File: config.mk
export PLATFORM = sky130hd
export DESIGN_NAME = wdog_keyed
export DESIGN_NICKNAME = d
export VERILOG_FILES = /design/src/rtl/wdog_pkg.sv /design/src/rtl/wdog_regs.sv /design/src/rtl/wdog_counter.sv /design/src/rtl/wdog_keyed.sv
export SDC_FILE = /design/constraint.sdc
export NUM_CORES = 1
export LEC_CHECK = 0
export BUFFER_PORTS_ARGS = -buffer_cell sky130_fd_sc_hd__buf_2
export CAP_MARGIN = 15
export CORE_AREA = 2 2 122 124
export CTS_CLUSTER_DIAMETER = 150
export DETAILED_ROUTE_END_ITERATION = 6
export DIE_AREA = 0 0 124 126
export SETUP_SLACK_MARGIN = 0.4
export SLEW_MARGIN = 5
export SYNTH_ARGS = -nofsm -noshare
export SYNTH_HDL_FRONTEND = slang
export SYNTH_SLANG_ARGS = --single-unit
export TNS_END_PERCENT = 50
File: constraint.sdc
create_clock -name clk -period 2.4 [get_ports clk]
set_clock_uncertainty 0.15 [all_clocks]
set_input_delay 0.48 -clock clk [delete_from_list [all_inputs] [get_ports clk]]
set_output_delay 0.48 -clock clk [all_outputs]
set_load 0.02 [all_outputs]
File: src/rtl/wdog_pkg.sv
package wdog_pkg;
  localparam int DATA_W = 32;
  localparam int CNT_W  = 8;
  localparam int CODE_W = 4;
  localparam logic [11:0] KICK_KEY = 12'hA57;

  // Returns {legal, tick count} for an interval code.
  function automatic logic [CNT_W:0] interval_lookup(input logic [CODE_W-1:0] code);
    logic [CNT_W-1:0] t;
    logic ok;
    ok = 1'b1;
    case (code)
      4'd0:  t = 8'd1;
      4'd1:  t = 8'd2;
      4'd2:  t = 8'd4;
      4'd3:  t = 8'd6;
      4'd4:  t = 8'd8;
      4'd5:  t = 8'd10;
      4'd6:  t = 8'd12;
      4'd7:  t = 8'd16;
      4'd8:  t = 8'd20;
      4'd9:  t = 8'd24;
      4'd10: t = 8'd28;
      4'd11: t = 8'd32;
      default: begin t = '0; ok = 1'b0; end
    endcase
    return {ok, t};
  endfunction
endpackage

File: src/rtl/wdog_regs.sv
module wdog_regs
  import wdog_pkg::*;
#(
  parameter bit KEYED  = 1'b1,
  parameter int ADDR_W = 8
) (
  input  logic              clk,
  input  logic              rst_n,
  input  logic [ADDR_W-1:0] addr,
  input  logic              we,
  input  logic [DATA_W-1:0] wdata,
  output logic [DATA_W-1:0] rdata,
  output logic              load_o,
  output logic [CODE_W-1:0] code_o,
  output logic              en_o,
  output logic              rst_en_o
);
  localparam logic [ADDR_W-1:0] OFS_CTRL = KEYED ? ADDR_W'('h10) : ADDR_W'('h00);
  localparam logic [ADDR_W-1:0] OFS_MODE = KEYED ? ADDR_W'('h18) : ADDR_W'('h04);
  localparam logic [ADDR_W-1:0] OFS_CFG  = ADDR_W'('h14);
  localparam logic [ADDR_W-1:0] OFS_SA   = ADDR_W'('h00);
  localparam logic [ADDR_W-1:0] OFS_SB   = ADDR_W'('h04);

  logic [DATA_W-1:0] mode_q, cfg_q, sa_q, sb_q, mode_eff;
  logic wr_ctrl, wr_mode, key_ok, kick, en_rise;

  assign wr_ctrl = we && (addr == OFS_CTRL);
  assign wr_mode = we && (addr == OFS_MODE);
  assign key_ok  = KEYED ? (wdata[12:1] == KICK_KEY) : 1'b1;
  assign kick    = wr_ctrl && wdata[0] && key_ok;
  assign en_rise = wr_mode && wdata[0] && !mode_q[0];
  assign load_o  = kick || en_rise;

  assign mode_eff = wr_mode ? wdata : mode_q;
  assign code_o   = KEYED ? mode_eff[7:4] : mode_eff[6:3];
  assign en_o     = mode_q[0];
  assign rst_en_o = KEYED ? cfg_q[0] : mode_q[1];

  always_ff @(posedge clk or negedge rst_n)
    if (!rst_n)       mode_q <= '0;
    else if (wr_mode) mode_q <= wdata;

  generate
    if (KEYED) begin : g_store
      always_ff @(posedge clk or negedge rst_n)
        if (!rst_n) begin
          cfg_q <= '0; sa_q <= '0; sb_q <= '0;
        end else if (we) begin
          if (addr == OFS_CFG) cfg_q <= wdata;
          if (addr == OFS_SA)  sa_q  <= wdata;
          if (addr == OFS_SB)  sb_q  <= wdata;
        end

      a_r3_cfg_store: assert property (@(posedge clk) disable iff (!rst_n)
        (we && addr == OFS_CFG) |=> (cfg_q == $past(wdata)));
    end else begin : g_nostore
      assign cfg_q = '0;
      assign sa_q  = '0;
      assign sb_q  = '0;
    end
  endgenerate

  always_comb begin
    rdata = '0;
    if (addr == OFS_MODE)              rdata = mode_q;
    else if (KEYED && addr == OFS_CFG) rdata = cfg_q;
    else if (KEYED && addr == OFS_SA)  rdata = sa_q;
    else if (KEYED && addr == OFS_SB)  rdata = sb_q;
  end

  // a write while already enabled never reloads the counter
  a_r6_no_rearm: assert property (@(posedge clk) disable iff (!rst_n)
    (wr_mode && mode_q[0] && !wr_ctrl) |-> !load_o);
  // writes to other offsets leave the mode word alone
  a_r2_mode_stable: assert property (@(posedge clk) disable iff (!rst_n)
    !(we && addr == OFS_MODE) |=> $stable(mode_q));
endmodule

File: src/rtl/wdog_counter.sv
module wdog_counter #(
  parameter int CNT_W = wdog_pkg::CNT_W
) (
  input  logic             clk,
  input  logic             rst_n,
  input  logic             tick,
  input  logic             load,
  input  logic             load_legal,
  input  logic [CNT_W-1:0] load_val,
  output logic             expire,
  output logic [CNT_W-1:0] count,
  output logic             running
);
  localparam logic [CNT_W-1:0] ONE = CNT_W'(1);

  assign expire = tick && running && !load && (count <= ONE);

  always_ff @(posedge clk or negedge rst_n)
    if (!rst_n) begin
      count <= '0; running <= 1'b0;
    end else if (load) begin
      if (load_legal) count <= load_val;
      running <= 1'b1;
    end else if (tick && running) begin
      if (count <= ONE) begin
        count <= '0; running <= 1'b0;
      end else begin
        count <= count - ONE;
      end
    end

  a_r8_stop_at_zero: assert property (@(posedge clk) disable iff (!rst_n)
    expire |=> (count == '0 && !running));
  a_r8_step_down: assert property (@(posedge clk) disable iff (!rst_n)
    (tick && running && !load && count > ONE) |=> (count == $past(count) - ONE));
  a_r7_keep_count: assert property (@(posedge clk) disable iff (!rst_n)
    (load && !load_legal) |=> (running && count == $past(count)));
  a_r5_load_value: assert property (@(posedge clk) disable iff (!rst_n)
    (load && load_legal) |=> (running && count == $past(load_val)));
endmodule

File: src/rtl/wdog_keyed.sv
module wdog_keyed
  import wdog_pkg::*;
#(
  parameter bit KEYED  = 1'b1,
  parameter int ADDR_W = 8
) (
  input  logic              clk,
  input  logic              rst_n,
  input  logic              half_tick,
  input  logic [ADDR_W-1:0] bus_addr,
  input  logic              bus_we,
  input  logic [31:0]       bus_wdata,
  output logic [31:0]       bus_rdata,
  output logic              sys_rst_req
);
  logic              load, en, rst_en, expire, running;
  logic [CODE_W-1:0] code;
  logic [CNT_W:0]    lk;
  logic [CNT_W-1:0]  count;

  wdog_regs #(.KEYED(KEYED), .ADDR_W(ADDR_W)) u_regs (
    .clk(clk), .rst_n(rst_n), .addr(bus_addr), .we(bus_we), .wdata(bus_wdata),
    .rdata(bus_rdata), .load_o(load), .code_o(code), .en_o(en), .rst_en_o(rst_en)
  );

  assign lk = interval_lookup(code);

  wdog_counter #(.CNT_W(CNT_W)) u_cnt (
    .clk(clk), .rst_n(rst_n), .tick(half_tick), .load(load),
    .load_legal(lk[CNT_W]), .load_val(lk[CNT_W-1:0]),
    .expire(expire), .count(count), .running(running)
  );

  always_ff @(posedge clk or negedge rst_n)
    if (!rst_n) sys_rst_req <= 1'b0;
    else        sys_rst_req <= expire && en && rst_en;

  a_r9_single_pulse: assert property (@(posedge clk) disable iff (!rst_n)
    sys_rst_req |=> !sys_rst_req);
  a_r9_gated: assert property (@(posedge clk) disable iff (!rst_n)
    sys_rst_req |-> $past(en && rst_en && running));
  a_r8_idle_quiet: assert property (@(posedge clk) disable iff (!rst_n)
    (!running && !load) |=> !sys_rst_req);
endmodule

==> results of run 1 <==
[synth_stat cells, types with 3 or more instances]
| master | n |
|---|---|
| nor2_1 | 40 |
| nor3b_1 | 3 |
| mux2_2 | 125 |
| a222oi_1 | 32 |
| dfrtp_1 | 138 |
| and2_1 | 3 |
| mux2i_1 | 4 |
| a21oi_1 | 31 |
| nand4_1 | 5 |
| nand3_1 | 3 |
| buf_1 | 7 |
| nand2_1 | 33 |
| nor3_1 | 4 |
| o21ai_0 | 10 |
| inv_1 | 8 |
| clkbuf_1 | 22 |
| and3_1 | 3 |
| o311ai_0 | 3 |
[report_power, final]
| part | switching, mW | internal, mW |
|---|---|---|
| combinational | 0.279 | 0.257 |
| clock | 1.01 | 1.80 |
| sequential | 0.112 | 2.48 |
[worst max-delay path: cells and delay by family]
family | cells | cell delay, ns
buf+inv | 4 | 0.56
simple gates | 2 | 0.53
compound gates | 2 | 0.31
[cells by family after synthesis]
group / count (synthesis)
buffers and inverters: 41
DFF: 138
and+or+nand+nor: 112
muxes: 129
adders and majority gates: 2
AOI/OAI and AO/OA: 89
[through the flow]
stage	setup WS (ns)	instance area, µm²	instances
global placement	-0.3249	7437	782
floorplan	0.1367	6521	511
CTS	-0.1274	8351	817
global route	-0.1907	8421	817
finish	-0.1316	8421	817
detailed placement	-0.2982	7437	782
[state kept, by name (all words and copies together), names as in the netlist]
| signal | count |
|---|---|
| sys_rst_req | 1 |
| u_cnt.count | 8 |
| u_cnt.running | 1 |
| u_regs.cfg_q | 32 |
| u_regs.mode_q | 32 |
| u_regs.sa_q | 32 |
| u_regs.sb_q | 32 |
[worst min path at each step]
stage          depth (start not counted)  slack (ns)                 to     startpoint
2_1_floorplan                          0        0.03        sys_rst_req          rst_n
6_report                               2        0.19  u_regs.mode_q[17]  bus_wdata[17]
4_1_cts                                2        0.17    u_regs.sb_q[24]  bus_wdata[24]
5_1_grt                                2        0.18  u_regs.mode_q[30]  bus_wdata[30]
3_3_place_gp                           1        0.28     u_cnt.count[5]          rst_n
3_5_place_dp                           1        0.28     u_cnt.count[2]          rst_n
[routing by layer]
metal  part of all wire [%]  vias to the layer above  GRT usage (%)
met5                  0.082                        -              0
met4                    1.2                        2          6.742
met3                    6.3                       22          6.159
met2                     49                      138          34.68
met1                     43                     2433          28.41
li1                       -                     2131              -
[area by class of cell]
| type | instances | share of cell area [%] |
|---|---|---|
| clock buffer | 19 | 5.379 |
| clock inverter | 13 | 2.259 |
| inverter | 8 | 0.3566 |
| multi-input combinational | 332 | 34.77 |
| sequential | 138 | 41.03 |
| tap | 184 | 2.734 |
| timing repair buffer | 123 | 13.48 |
[repair_timing]
action | CTS | global route
gates cloned | 1 | 0
setup endpoints to repair | 47 | 42
hold endpoints to repair | 39 | 0
setup buffers | 1 | 0
hold buffers | 1 | 0
pin swaps | 18 | 11
gates resized for setup | 74 | 19
==> impl_metrics.env, run 1 <==
export IMPL_fp_dieH_um=126
export IMPL_start_util_pct=44.13
export IMPL_synthesis_area_um2=6316
export IMPL_clock_sinks=138
export IMPL_synth_seq_area_share_pct=54.68
export IMPL_drt_iter0_drc=450
export IMPL_postSynthCellCount=511
export IMPL_syn_nets=557
export IMPL_ios=77
export IMPL_io_buffers=76
export IMPL_clock_path_buffers=2
export IMPL_drcViolationCount=2
export IMPL_synth_cell_types=47
export IMPL_synth_edf_count=0
export IMPL_final_common_cell="dfrtp_1"
export IMPL_gp_congestion=0.8427
export IMPL_r2r_start="u_cnt.count[2]"
export IMPL_die_w_um=124
export IMPL_hold_class="in -> reg"
export IMPL_critPathLaunch="bus_addr[5]"
export IMPL_rows=44
export IMPL_grt_usage_pct=21.62
export IMPL_r2r_end="u_cnt.count[5]"
export IMPL_reg2regPathDepth=6
export IMPL_clockRootBuffer="clkbuf_16"
export IMPL_p_leak_nw=4.183
export IMPL_powerDensity_nw_per_um2=705.3
export IMPL_worstSetupEndpoint="bus_rdata[2]"
export IMPL_path_clk_slew_ns=0.06
export IMPL_synth_xor_area_share_pct=0
export IMPL_wl_um=15900
export IMPL_synth_area_leaders="dfrtp_1 (55%), mux2_2 (22%), a222oi_1 (5.1%)"
export IMPL_yosys_area_top_type_share_pct=54.68
export IMPL_period_needed_ns=2.532
export IMPL_cap_violations=0
export IMPL_crit_path_max_fanout=14
export IMPL_core_area_um2=14310
export IMPL_postRouteAntennaNets=0
export IMPL_finalSetupViolations=30
export IMPL_antenna_found_initial=1
export IMPL_synth_top_family_by_area="multiplexers"
export IMPL_p_total_mw=5.939
export IMPL_slew_violations=0
export IMPL_worst_path_max_delay_cell="nor4_4"
export IMPL_hpwlAfterDp_um=10370
export IMPL_crit_path_max_incr_delay_ns=0.27
export IMPL_synth_main_ff_cell="dfrtp_1"
export IMPL_seq_area_um2=3455
export IMPL_ys_ff_latch=138
export IMPL_synth_async_sr_flop_share_pct=100.0
export IMPL_tns_ns=-2.292
export IMPL_synth_top_area_cell="dfrtp_1"
export IMPL_area_growth_pct=33.32
export IMPL_synth_compound_area_share_pct=10.32
export IMPL_setup_ws_ns=-0.1316
export IMPL_path_class="in -> out"
export IMPL_finalHoldViolations=0
export IMPL_slew_headroom_pct=64.25
export IMPL_final_nets=666
export IMPL_vias=4726
export IMPL_synthSimpleGateAreaFrac_pct=9.073
export IMPL_drive_above_1_share_pct=52.76
export IMPL_nFillCells=1192
export IMPL_crit_path_end_kind="output port"
export IMPL_status="finished with violations"
export IMPL_reg2reg_slack_ns=0.20
export IMPL_post_route_util_pct=58.83
export IMPL_insertedDiodeCount=0
export IMPL_viasPerCell=5.785
export IMPL_multi_input_area_um2=2928
export IMPL_path_cells="buf_8 -> nor4_4 -> buf_4 -> and3_4 -> buf_12 -> a222oi_1 -> a21oi_2 -> buf_6"
export IMPL_tightest_slew_ns=0.5362
export IMPL_tritoncts="yes"
export IMPL_grt_ovfl_total=0
export IMPL_rsz0062_at_grt="yes"
export IMPL_grt_max_degree=58
export IMPL_cp_start_kind="primary input"
export IMPL_cp_arrival_ns=1.90
export IMPL_ys_warn_count=0
export IMPL_synthMuxAreaShare_pct=22.92
export IMPL_dieArea_um2=15620
export IMPL_max_freq_mhz=395.0
export IMPL_clock_latency_ns=0.42
export IMPL_synth_fa_ha_area_share_pct=0.3962
export IMPL_violations="DRC, setup timing"
export IMPL_grt_pass1_vias=4895
export IMPL_ir_drop_uv=378.6
export IMPL_wl_per_cell_um=19.46
export IMPL_numCtsBuffers=17
export IMPL_fin_hold_ws_ns=0.1860
export IMPL_syn_avg_cell_area_um2=12.36
export IMPL_first_pass_iters=7
export IMPL_grt_pass1_wl_um=25610
export IMPL_layout_common_cells="dfrtp_1 (137), mux2_2 (123), buf_4 (43)"
export IMPL_worstPathRequired_ns=1.77
export IMPL_htree_levels=4
export IMPL_finalCritPeriodShare_pct=105.5
Power figures use the tool's default switching activity.
==> run 2: changes to the inputs <==
--- a/config.mk
+++ b/config.mk
@@ -7,10 +7,11 @@
 export LEC_CHECK = 0
 export BUFFER_PORTS_ARGS = -buffer_cell sky130_fd_sc_hd__buf_2
 export CAP_MARGIN = 15
-export CORE_AREA = 2 2 122 124
+export CORE_AREA = 2 2 108 110
 export CTS_CLUSTER_DIAMETER = 150
 export DETAILED_ROUTE_END_ITERATION = 6
-export DIE_AREA = 0 0 124 126
+export DIE_AREA = 0 0 110 112
+export PLACE_DENSITY = 0.78
 export SETUP_SLACK_MARGIN = 0.4
 export SLEW_MARGIN = 5
 export SYNTH_ARGS = -nofsm -noshare
==> run 2 against run 1 <==
The flow finishes with violations (setup timing); wire length rose by 4.6%; combinational power is 3% higher; die area decreased by 21%.
==> impl_metrics.env, run 2 (synthesized netlist as in run 1, its figures left out) <==
export IMPL_drcViolationCount=0
export IMPL_tns_ns=-3.530
export IMPL_slew_violations=0
export IMPL_crit_path_max_fanout=8
export IMPL_first_pass_iters=5
export IMPL_tritoncts="yes"
export IMPL_antenna_found_initial=0
export IMPL_grt_ovfl_total=0
export IMPL_viasPerCell=6.178
export IMPL_finalCritPeriodShare_pct=106.7
export IMPL_seq_area_um2=3455
export IMPL_setup_ws_ns=-0.1606
export IMPL_path_class="in -> out"
export IMPL_crit_top_cell="buf_6"
export IMPL_wl_per_cell_um=21.60
export IMPL_io_buffers=76
export IMPL_numCtsBuffers=17
export IMPL_dp_slack_ns=-0.1814
export IMPL_area_growth_pct=32.86
export IMPL_clockRootBuffer="clkbuf_16"
export IMPL_vias=4757
export IMPL_max_freq_mhz=390.5
export IMPL_nFillCells=684
export IMPL_hpwlAfterDp_um=9625
export IMPL_grt_pass1_vias=4959
export IMPL_drive_above_1_share_pct=54.07
export IMPL_insertedDiodeCount=0
export IMPL_ir_drop_uv=477.1
export IMPL_powerDensity_nw_per_um2=709.4
export IMPL_die_w_um=110
export IMPL_dieArea_um2=12320
export IMPL_path_clk_slew_ns=0.06
export IMPL_worstPathRequired_ns=1.77
export IMPL_grt_pass1_wl_um=25350
export IMPL_grt_usage_pct=27.84
export IMPL_layout_common_cells="dfrtp_1 (137), mux2_2 (109), buf_4 (43)"
export IMPL_period_needed_ns=2.561
export IMPL_final_common_cell="dfrtp_1"
export IMPL_finalSetupViolations=32
export IMPL_fp_dieH_um=112
export IMPL_finalHoldViolations=0
export IMPL_core_area_um2=11170
export IMPL_worst_path_max_delay_cell="nor4_4"
export IMPL_gp_congestion=0.8729
export IMPL_violations="setup timing"
export IMPL_clock_latency_ns=0.41
export IMPL_cp_arrival_ns=1.93
export IMPL_cp_num_buf_inv=4
export IMPL_rows=39
export IMPL_postRouteAntennaNets=0
export IMPL_status="finished with violations"
export IMPL_multi_input_area_um2=3025
export IMPL_crit_path_end_kind="output port"
export IMPL_cp_top_family="simple AND/OR/NAND/NOR gates"
export IMPL_tightest_slew_ns=0.5866
export IMPL_hold_class="in -> reg"
export IMPL_path_cells="buf_8 -> nor4_4 -> nand2_1 -> nor2_4 -> buf_6 -> buf_16 -> a222oi_1 -> a21oi_2 -> buf_6"
export IMPL_crit_path_max_incr_delay_ns=0.28
export IMPL_slew_headroom_pct=60.90
export IMPL_start_util_pct=56.52
export IMPL_final_nets=660
export IMPL_rsz0062_at_grt="yes"
export IMPL_grt_max_degree=62
export IMPL_htree_levels=4
export IMPL_cp_start_kind="primary input"
export IMPL_drt_iter0_drc=538
export IMPL_ios=77
export IMPL_cap_violations=0
export IMPL_clock_path_buffers=2
export IMPL_p_leak_nw=4.231
export IMPL_p_total_mw=5.953
export IMPL_wl_um=16630
export IMPL_clock_sinks=138
-- run 2: changes by cell type in the layout (fill, tap and decap cells not counted), moves of 4 or more --
cell     delta
buf_2       +5
mux2_4     +14
nand2_1     -6
nand2_2     +4
buf_6      -11
mux2_2     -14
-- run 2: final timing paths --
kind / slack (ns) / cells past startpoint / startpoint / endpoint
max: -0.16 / 9 / bus_addr[5] / bus_rdata[17]
min: 0.19 / 2 / bus_wdata[31] / u_regs.cfg_q[31]
max reg2reg: 0.19 / 6 / u_cnt.count[2] / u_cnt.count[5]
min reg2reg: 0.35 / 2 / u_regs.sb_q[5] / u_regs.sb_q[5]
max in group asynchronous: 0.95 / 3 / rst_n / u_regs.sb_q[27]
min in group asynchronous: 0.46 / 2 / rst_n / u_cnt.count[7]
-- run 2: cell type report --
cell class | instances | area share (%)
clock buffer | 21 | 5.725
tap | 143 | 2.132
sequential | 138 | 41.17
multi-input combinational | 332 | 36.05
clock inverter | 11 | 1.983
timing repair buffer | 117 | 12.58
inverter | 8 | 0.3578
-- run 2: stage by stage --
stage | instances | util (%) | area [µm²] | hold WS, ns
5_1_grt | 770 | 75.10 | 8392 | 0.1871
2_1_floorplan | 511 | - | 6521 | 0.03441
3_5_place_dp | 729 | 65.02 | 7266 | 0.3219
4_1_cts | 768 | 73.25 | 8185 | 0.1749
6_report | 770 | 75.10 | 8392 | 0.1915
3_3_place_gp | 729 | 65.02 | 7266 | 0.3146
-- run 2: timing repair --
| item | CTS | global route |
|---|---|---|
| pin swaps | 17 | 16 |
| hold buffers | 1 | 0 |
| setup endpoints to repair | 39 | 42 |
| cloned | 3 | 0 |
| endpoints found under the hold margin | 58 | 0 |
| setup buffers | 3 | 2 |
| resized for setup | 54 | 54 |
-- run 2: where the power goes --
group          switching (mW)  internal (mW)  leakage (nW)
Combinational           0.287          0.262          2.03
Clock                   0.961           1.84         0.311
Sequential              0.119           2.48          1.89
-- run 2: metal layers --
metal	GRT usage, %	up-vias	wire (µm)
met2	45.32	174	8426
met3	7.553	27	1005
li1	-	2118	-
met1	34.59	2438	6900
met4	12.15	0	297
met5	0	-	0
==> run 3: changes to the inputs <==
--- a/config.mk
+++ b/config.mk
@@ -5,15 +5,16 @@
 export SDC_FILE = /design/constraint.sdc
 export NUM_CORES = 1
 export LEC_CHECK = 0
+export ABC_AREA = 0
 export BUFFER_PORTS_ARGS = -buffer_cell sky130_fd_sc_hd__buf_2
 export CAP_MARGIN = 15
-export CORE_AREA = 2 2 108 110
+export CORE_AREA = 2 2 114 116
 export CTS_CLUSTER_DIAMETER = 150
 export DETAILED_ROUTE_END_ITERATION = 6
-export DIE_AREA = 0 0 110 112
-export PLACE_DENSITY = 0.78
+export DIE_AREA = 0 0 116 118
+export PLACE_DENSITY = 0.74
 export SETUP_SLACK_MARGIN = 0.4
-export SLEW_MARGIN = 5
+export SLEW_MARGIN = 20
 export SYNTH_ARGS = -nofsm -noshare
 export SYNTH_HDL_FRONTEND = slang
 export SYNTH_SLANG_ARGS = --single-unit
==> constraint.sdc (replaced) <==
create_clock -name clk -period 2.3 [get_ports clk]
set_clock_uncertainty 0.15 [all_clocks]
set_input_delay 0.46 -clock clk [delete_from_list [all_inputs] [get_ports clk]]
set_output_delay 0.46 -clock clk [all_outputs]
set_load 0.02 [all_outputs]
==> run 3 against run 2 <==
The flow still finishes with violations (setup timing); register-to-register slack worse by 0.10 ns; total power up 1.5%; cell count up 5.3%; utilization down 5.8 points; critical endpoint is now bus_rdata[16]; highest routed layer unchanged.
==> impl_metrics.env, run 3 (synthesized netlist as in run 1, its figures left out) <==
export IMPL_violations="setup timing"
export IMPL_setup_ws_ns=-0.1903
export IMPL_highest_layer="met4"
export IMPL_tns_ns=-4.631
export IMPL_finalCritPeriodShare_pct=108.3
export IMPL_slew_headroom_pct=68.36
export IMPL_gp_congestion=0.8462
export IMPL_multi_input_area_um2=3067
export IMPL_worstSetupEndpoint="bus_rdata[16]"
export IMPL_tritoncts="yes"
export IMPL_max_freq_mhz=401.6
export IMPL_grt_pass1_vias=5093
export IMPL_place_area_um2=7366
export IMPL_drive_above_1_share_pct=53.68
export IMPL_r2r_end="u_cnt.count[7]"
export IMPL_die_w_um=116
export IMPL_period_needed_ns=2.490
export IMPL_clock_latency_ns=0.42
export IMPL_io_buffers=76
export IMPL_ir_drop_uv=658.8
export IMPL_slew_violations=0
export IMPL_clock_sinks=138
export IMPL_wl_um=16440
export IMPL_viasPerCell=5.888
export IMPL_start_util_pct=50.88
export IMPL_wl_met2_um=8498
export IMPL_dp_slack_ns=-0.2331
export IMPL_worstPathRequired_ns=1.69
export IMPL_numCtsBuffers=17
export IMPL_hpwlAfterDp_um=10020
export IMPL_hold_class="in -> reg"
export IMPL_htree_levels=4
export IMPL_fin_hold_ws_ns=0.1615
export IMPL_crit_path_end_kind="output port"
export IMPL_antenna_found_initial=1
export IMPL_reg2regPathDepth=8
export IMPL_area_growth_pct=36.29
export IMPL_drcViolationCount=0
export IMPL_critPathLaunch="bus_addr[0]"
export IMPL_final_cell_area_um2=8608
export IMPL_p_total_mw=6.040
export IMPL_p_leak_nw=4.340
export IMPL_core_area_um2=12410
export IMPL_final_common_cell="dfrtp_1"
export IMPL_vias=4775
export IMPL_insertedDiodeCount=0
export IMPL_rsz0062_at_grt="yes"
export IMPL_clockRootBuffer="clkbuf_16"
export IMPL_cap_violations=0
export IMPL_postRouteAntennaNets=0
export IMPL_finalHoldViolations=0
export IMPL_r2r_start="u_cnt.count[2]"
export IMPL_crit_path_max_fanout=6
export IMPL_grt_pass1_wl_um=25570
export IMPL_path_clk_slew_ns=0.05
export IMPL_first_pass_iters=6
export IMPL_dieArea_um2=13690
export IMPL_rows=41
export IMPL_final_nets=672
export IMPL_cp_start_kind="primary input"
export IMPL_grt_max_degree=56
export IMPL_tightest_slew_ns=0.4726
export IMPL_path_class="in -> out"
export IMPL_grt_usage_pct=24.27
export IMPL_fp_dieH_um=118
export IMPL_powerDensity_nw_per_um2=701.6
export IMPL_clock_path_buffers=2
export IMPL_nFillCells=890
export IMPL_cp_arrival_ns=1.88
export IMPL_wl_met1_um=6721
export IMPL_finalSetupViolations=32
export IMPL_hold_start="bus_wdata[24]"
export IMPL_drt_iter0_drc=441
export IMPL_reg2reg_slack_ns=0.09
export IMPL_grt_ovfl_total=0
export IMPL_status="finished with violations"
export IMPL_seq_area_um2=3455
export IMPL_layout_common_cells="dfrtp_1 (137), mux2_2 (92), buf_4 (44)"
export IMPL_ios=77
export IMPL_wl_per_cell_um=20.27
export IMPL_dr_wl_met3_um=876
==> run 3: cell count changes in the layout (fill, tap and decap cells not counted), sizes merged <==
cell	previous run	this run
buf	116	126
bufinv	4	2
clkbuf	21	23
clkinv	4	5
clkinvlp	3	4
==> run 3: timing repair <==
action / 4_1_cts / 5_1_grt
cloned: 1 / 4
setup buffers: 5 / 5
pin swaps: 16 / 20
hold endpoints to repair: 36 / 0
resized for setup: 108 / 25
setup endpoints to repair: 58 / 74
hold buffers: 1 / 0
==> run 3: worst min-delay path by stage <==
stage	end	cells after the start	slack, ns
2_1_floorplan	sys_rst_req	0	0.01
3_3_place_gp	u_cnt.count[5]	1	0.23
3_5_place_dp	u_cnt.count[2]	1	0.24
4_1_cts	u_regs.cfg_q[18]	2	0.15
5_1_grt	u_regs.cfg_q[24]	2	0.16
6_report	u_regs.sa_q[24]	2	0.16
==> run 3: through the flow <==
| stage | std cells | utilization [%] |
|---|---|---|
| after floorplan | 511 | - |
| after global placement | 763 | 59.33 |
| after detailed placement | 763 | 59.33 |
| after CTS | 802 | 67.72 |
| after global routing | 811 | 69.34 |
| final | 811 | 69.34 |
==> run 3: critical path: stages <==
cell,delay [ns]
buf_6,0.10
nor3_4,0.26
buf_6,0.15
nand2_2,0.06
nor2_4,0.14
buf_12,0.14
clkbuf_16,0.16
a222oi_1,0.10
a21oi_2,0.16
buf_4,0.16
==> run 3: area by class of cell <==
cell class              count  area share (%)
clock inverters            11           1.381
multi-input cells         332           35.62
inverters                   8          0.3488
flip-flops and latches    138           40.13
clock buffers              21           5.581
repair buffers            129           14.43
well taps                 172           2.500
==> run 3: where the power goes <==
group / switching (mW) / internal [mW] / leakage, nW
clock network: 1.02 / 1.70 / 0.287
logic: 0.321 / 0.296 / 2.17
registers: 0.119 / 2.59 / 1.89
total: 1.45 / 4.58 / 4.34
==> run 3: routing by layer <==
layer / global-route usage (%) / vias up
met5: 0 / -
met4: 9.821 / 0
met3: 5.510 / 35
met2: 40.06 / 169
met1: 30.70 / 2435
li1: - / 2136
